**config.mk**
```make
export PLATFORM = sky130hd
export DESIGN_NAME = nvck_engine
export DESIGN_NICKNAME = d
export VERILOG_FILES = /design/src/rtl/nvck_pkg.sv /design/src/rtl/nvck_fold.sv /design/src/rtl/nvck_ptr.sv /design/src/rtl/nvck_steps.sv /design/src/rtl/nvck_engine.sv
export SDC_FILE = /design/constraint.sdc
export NUM_CORES = 1
export LEC_CHECK = 0
export ABC_AREA = 1
export ABC_CLOCK_PERIOD_IN_PS = 2500
export BUFFER_PORTS_ARGS = -buffer_cell sky130_fd_sc_hd__buf_2
export CAP_MARGIN = 10
export CORE_ASPECT_RATIO = 0.9
export CORE_MARGIN = 8
export CORE_UTILIZATION = 54
export DETAILED_ROUTE_END_ITERATION = 16
export PLACE_DENSITY = 0.81
export SETUP_SLACK_MARGIN = 0.3
export SLEW_MARGIN = 0
export SYNTH_ARGS = -nofsm -noshare
export SYNTH_HDL_FRONTEND = slang
export SYNTH_SLANG_ARGS = --single-unit
```
**constraint.sdc**
```tcl
create_clock -name clk -period 2.5 [get_ports clk]
set_input_delay 0.5 -clock clk [delete_from_list [all_inputs] [get_ports clk]]
set_output_delay 0.5 -clock clk [all_outputs]
set_load 0.02 [all_outputs]
```
**src/rtl/nvck_pkg.sv**
```systemverilog
package nvck_pkg;

    typedef enum logic [2:0] {
        ST_IDLE,
        ST_HEAD,
        ST_STEP,
        ST_TAIL,
        ST_WR_HI,
        ST_WR_LO,
        ST_FIN
    } nvck_state_e;

    localparam logic [15:0] NVCK_SEED = 16'hFFFF;

endpackage

```
**src/rtl/nvck_fold.sv**
```systemverilog
module nvck_fold (
    input  logic [15:0] i_prev,
    input  logic [15:0] i_word,
    output logic [15:0] o_next
);
    logic [15:0] mix;
    logic [3:0]  nib_a;
    logic [3:0]  nib_b;
    logic [15:0] ext_a;
    logic [15:0] ext_b;

    always_comb begin
        mix    = i_prev ^ i_word;
        nib_a  = mix[3:0];
        nib_b  = mix[7:4] ^ nib_a;
        ext_a  = {12'd0, nib_a};
        ext_b  = {12'd0, nib_b};
        o_next = (i_prev >> 8)
               ^ (ext_a << 3) ^ (ext_a << 8)
               ^ ext_b ^ (ext_b << 7) ^ (ext_b << 12);
    end
endmodule

```
**src/rtl/nvck_ptr.sv**
```systemverilog
module nvck_ptr #(
    parameter int AW = 8
) (
    input  logic          clk,
    input  logic          rst_n,
    input  logic          i_load,
    input  logic [AW-1:0] i_load_val,
    input  logic          i_adv,
    output logic [AW-1:0] o_ptr
);
    always_ff @(posedge clk or negedge rst_n) begin
        if (!rst_n) begin
            o_ptr <= '0;
        end else if (i_load) begin
            o_ptr <= i_load_val;
        end else if (i_adv) begin
            o_ptr <= o_ptr + 1'b1;
        end
    end
endmodule

```
**src/rtl/nvck_steps.sv**
```systemverilog
module nvck_steps #(
    parameter int CW = 8
) (
    input  logic          clk,
    input  logic          rst_n,
    input  logic          i_load,
    input  logic [CW-1:0] i_count,
    input  logic          i_dec,
    output logic          o_none,
    output logic          o_last
);
    logic [CW-1:0] left_q;

    always_ff @(posedge clk or negedge rst_n) begin
        if (!rst_n) begin
            left_q <= '0;
        end else if (i_load) begin
            left_q <= i_count;
        end else if (i_dec) begin
            left_q <= left_q - 1'b1;
        end
    end

    assign o_none = (left_q == '0);
    assign o_last = (left_q == CW'(1));

    // the word counter is never decremented past zero
    p_no_underflow_r9: assert property (@(posedge clk) disable iff (!rst_n)
        i_dec |-> !o_none);
endmodule

```
**src/rtl/nvck_engine.sv**
```systemverilog
module nvck_engine
    import nvck_pkg::*;
#(
    parameter int AW = 8,
    parameter int CW = 8
) (
    input  logic          clk,
    input  logic          rst_n,
    input  logic          in_start,
    input  logic [AW-1:0] in_base,
    input  logic [CW-1:0] in_len,
    input  logic [AW-1:0] in_dest,
    output logic [AW-1:0] mem_addr,
    output logic          mem_rd,
    output logic          mem_wr,
    output logic [7:0]    mem_wdata,
    input  logic [7:0]    mem_rdata,
    output logic          busy,
    output logic          done,
    output logic [15:0]   sum
);
    nvck_state_e   state_q, state_d;
    logic [15:0]   crc_q;
    logic [7:0]    hi_q;
    logic          odd_q;
    logic [AW-1:0] dest_q;
    logic          accept;
    logic [CW-1:0] len_even;
    logic [AW-1:0] ptr;
    logic          steps_none, steps_last;
    logic          step_dec;
    logic [15:0]   fold_word, fold_out;

    assign accept   = (state_q == ST_IDLE) && in_start;
    assign len_even = {in_len[CW-1:1], 1'b0};
    assign step_dec = (state_q == ST_STEP);

    nvck_ptr #(.AW(AW)) u_ptr (
        .clk        (clk),
        .rst_n      (rst_n),
        .i_load     (accept),
        .i_load_val (in_base + 1'b1),
        .i_adv      (mem_rd && (state_q != ST_IDLE)),
        .o_ptr      (ptr)
    );

    nvck_steps #(.CW(CW)) u_steps (
        .clk     (clk),
        .rst_n   (rst_n),
        .i_load  (accept),
        .i_count (len_even),
        .i_dec   (step_dec),
        .o_none  (steps_none),
        .o_last  (steps_last)
    );

    assign fold_word = (state_q == ST_TAIL) ? {hi_q, 8'h00} : {hi_q, mem_rdata};

    nvck_fold u_fold (
        .i_prev (crc_q),
        .i_word (fold_word),
        .o_next (fold_out)
    );

    // state register
    always_ff @(posedge clk or negedge rst_n) begin
        if (!rst_n) state_q <= ST_IDLE;
        else        state_q <= state_d;
    end

    // next state
    always_comb begin
        state_d = state_q;
        unique case (state_q)
            ST_IDLE:  if (in_start) state_d = (in_len == '0) ? ST_WR_HI : ST_HEAD;
            ST_HEAD:  state_d = steps_none ? ST_TAIL : ST_STEP;
            ST_STEP:  if (steps_last) state_d = odd_q ? ST_TAIL : ST_WR_HI;
            ST_TAIL:  state_d = ST_WR_HI;
            ST_WR_HI: state_d = ST_WR_LO;
            ST_WR_LO: state_d = ST_FIN;
            ST_FIN:   state_d = ST_IDLE;
            default:  state_d = ST_IDLE;
        endcase
    end

    // outputs
    always_comb begin
        mem_addr  = ptr;
        mem_rd    = 1'b0;
        mem_wr    = 1'b0;
        mem_wdata = 8'h00;
        busy      = 1'b1;
        done      = 1'b0;
        unique case (state_q)
            ST_IDLE: begin
                busy     = 1'b0;
                mem_addr = in_base;
                mem_rd   = in_start && (in_len != '0);
            end
            ST_HEAD:  mem_rd = !steps_none;
            ST_STEP:  mem_rd = !steps_last;
            ST_TAIL:  mem_rd = 1'b0;
            ST_WR_HI: begin
                mem_wr    = 1'b1;
                mem_addr  = dest_q;
                mem_wdata = crc_q[15:8];
            end
            ST_WR_LO: begin
                mem_wr    = 1'b1;
                mem_addr  = dest_q + 1'b1;
                mem_wdata = crc_q[7:0];
            end
            ST_FIN: begin
                busy = 1'b0;
                done = 1'b1;
            end
            default: busy = 1'b0;
        endcase
    end

    // datapath
    always_ff @(posedge clk or negedge rst_n) begin
        if (!rst_n) begin
            crc_q  <= NVCK_SEED;
            hi_q   <= 8'h00;
            odd_q  <= 1'b0;
            dest_q <= '0;
        end else begin
            if (accept) begin
                crc_q  <= NVCK_SEED;
                odd_q  <= in_len[0];
                dest_q <= in_dest;
            end
            if (state_q == ST_HEAD) hi_q <= mem_rdata;
            if (state_q == ST_STEP) begin
                crc_q <= fold_out;
                hi_q  <= mem_rdata;
            end
            if (state_q == ST_TAIL) crc_q <= fold_out;
        end
    end

    assign sum = crc_q;

    // one port, never read and write together
    p_rd_wr_excl_r9: assert property (@(posedge clk) disable iff (!rst_n)
        !(mem_rd && mem_wr));
    // reads only during a run or on the cycle a start is accepted
    p_rd_in_run_r9: assert property (@(posedge clk) disable iff (!rst_n)
        (mem_rd && !busy) |-> in_start);
    // completion is a single-cycle pulse
    p_done_pulse_r7: assert property (@(posedge clk) disable iff (!rst_n)
        done |=> !done);
    // completion directly follows a write, with busy low
    p_done_after_wr_r7: assert property (@(posedge clk) disable iff (!rst_n)
        done |-> ($past(mem_wr) && !busy));
    // zero-length start goes straight to writing, no read
    p_zero_len_r5: assert property (@(posedge clk) disable iff (!rst_n)
        (!busy && !done && in_start && in_len == '0) |=> (mem_wr && !mem_rd));
    // result held while idle without a start
    p_sum_hold_r10: assert property (@(posedge clk) disable iff (!rst_n)
        (!busy && !in_start) |=> $stable(sum));
endmodule

```
==> run metrics <==
Hold Path Class in -> async; Max-slew headroom 0.459; syn_nets 521; Port Buffers 70; Achievable Freq 434 MHz; ranking of synthesized cells by area dfrtp_1 (22%), nand2_1 (20%), dfstp_2 (13%); critical path buffer and inverter count 4; crit path DAT 1.80 ns; initial drt markers 248; Worst-path clk slew 0.09 ns; commonest cells after routing, fill and taps aside nand2_1 (161), nand3_1 (64), inv_1 (59); ANT cells 0; Core Rows 26; # DRC 0; area taken by multi-input logic gates 0.00192 sq mm; RR Startpoint state_q[1]; main combinational cell family by area after synthesis simple AND/OR/NAND/NOR gates; minimum hold slack 0.275 ns; Area growth syn-to-layout 32.9%; Worst Path Max Fanout 5; RSZ-0062 raised after global routing true; Yosys reg bits 44; commonest non-fill, non-tap cell in the layout nand2_1; share of cells above drive strength 1 0.323; crit-path most repeated cell nand2_4; height of the chip 88.6 microns; HPWL after DPL 6750 microns; CTS root buf clkbuf_8; Final GP Congestion 0.917; Final TNS setup 0 ns; Worst setup SP type flop; CP Capture Type output pin; Synth Area in Adders 0.0198; H-tree depth 2; Core Region 0.00566 sq mm; Worst path top cell family by delay simple AND/OR/NAND/NOR gates; via count 3678; Cell Pwr Density 641 mW/mm^2; async set-or-reset flop fraction in the synthesized netlist 1.00; Final Setup Violations 0; CTS max path bufs 2; die width 96.7 microns; Layout Nets 618; wire per inst 15.5 microns; number of max-slew violations in the final report 0; gr usage total 0.211; Antenna Nets Post-Route 0; Slowest-stage cell, CP dfrtp_1; Pleak 2.29 nW; largest net degree at the start of global routing 37; Final Hold Violating Endpoints 0; Die ar. 0.00857 sq mm; Compound-Gate Fraction of Synth Area 0.115; vias per inst 5.67; grt ovf 0; Initial Util 0.559; number of global-route vias before repair 3365; CP Class reg -> out; Setup Skew 0.00752 ns; mapped cell area 0.00316 sq mm; Yosys top cell area share 0.222; simple-gate share of the synthesized area 0.391; final wirelength 10100 microns; count of cell types in the netlist 35; Syn Inst Count 481; maximum VDD drop 0.543 mV; initial antenna violation count 0; Seq/Total Area, Yosys 0.354; CTS Hold Bufs 0; post-synth top area cell dfrtp_1; filler instances 434; first-pass GRT wire length 15100 microns; CP cell instances buf_6 > nor2_4 > nand2_4 > nand2_4 > inv_2 > nand2_4 > inv_4 > nand2_2 > o2111ai_2 > buf_6; Post-synth EDFFs 0; status finished clean; final period utilization 0.921; CTS Sinks 44; CP required 2.00 ns; IO Pins 71; final design utilization 0.743; Final Critical Period 2.30 ns; drt pass-1 iters 5; register area 0.00112 sq mm; top_reg_cell synth dfrtp_1; R2R Setup Slk 0.38 ns; post-synthesis xor/xnor area fraction 0.0111; CTS tree done; post-synthesis mux area share 0; Max Cap Viol 0; synth warn 0; latest clock arrival within the worst-skew pair 0.31 ns; Syn Area/Cell 6.58 sq um; CTS Buf Count 5; Worst Tran Pin Value 0.812 ns; reg2reg end u_ptr.o_ptr[7]; R2R cell count 14; delay of the slowest critical-path stage 0.43 ns
-- power breakdown --
group | internal [mW] | switching (mW) | total [mW]
Combinational | 0.379 | 0.782 | 1.16
Sequential | 0.942 | 0.130 | 1.07
Clock | 0.195 | 0.265 | 0.460
Total | 1.52 | 1.18 | 2.69
-- synth_stat cells, types with 2 or more instances --
cell	instances
o21ai_1	9
nand4_1	10
nand3_1	66
nand2_2	6
inv_2	7
nor3_1	7
nor4_1	2
buf_4	3
clkbuf_1	3
dfrtp_1	28
nor2_4	4
inv_1	64
a21oi_1	7
o221ai_1	2
o21ai_0	21
ha_1	5
nor2_1	13
o2111ai_1	4
nand2_1	171
o211ai_1	3
buf_2	5
o22ai_1	10
xor2_1	4
dfstp_2	16
-- cell families (layout without fill, tap and decap cells) --
group | count (synthesis) | count (layout)
simple gates | 282 | 283
fa+ha+maj | 5 | 5
flops | 44 | 44
xor+xnor | 4 | 4
compound gates | 61 | 61
buf+inv | 85 | 182
-- metrics by stage --
step | setup slack, ns | cells | area, sq um | total power, mW
final | 0.196 | 649 | 4200 | 2.69
after global routing | 0.0995 | 649 | 4200 | 2.90
after CTS | 0.271 | 636 | 3880 | 2.66
after detailed placement | 0.219 | 614 | 3570 | 2.20
after global placement | 0.226 | 614 | 3570 | 2.17
after floorplan | 0.381 | 481 | 3160 | 1.85
-- sequential cells by signal, indices dropped and copies added, names as in the netlist --
register,cells
sum,16
dest_q,8
u_ptr.o_ptr,8
u_steps.left_q,8
state_q,3
odd_q,1
-- layer usage --
layer,track usage,vias up,share of wire
li1,-,1769,-
met1,0.244,1654,0.40
met2,0.364,217,0.46
met3,0.0734,38,0.11
met4,0.0558,0,0.026
met5,0,-,0
-- area by class of cell --
class	instances	area share
multi-input cells	353	0.457
flip-flops and latches	44	0.267
repair buffers	102	0.164
inverters	72	0.0702
well taps	70	0.0208
clock buffers	5	0.0164
clock inverters	3	0.00446
-- how the worst max path moves through the flow --
stage                          start     endpoint  slack (ns)  cells past startpoint
final                     state_q[1]  mem_addr[7]        0.20                     10
after detailed placement  state_q[0]  mem_addr[7]        0.22                     10
after global placement    state_q[0]  mem_addr[5]        0.23                     10
after floorplan           state_q[0]  mem_addr[7]        0.38                      9
after CTS                 state_q[1]  mem_addr[5]        0.27                     10
after global routing      state_q[1]  mem_addr[7]         0.1                     10
-- what timing repair did --
item	4_1_cts	5_1_grt
cloned	0	1
buffers inserted	14	12
resized for setup	35	53
pin swaps	5	12
endpoints found under the setup margin	18	17
Note: power is estimated with default switching activity, not from simulation.
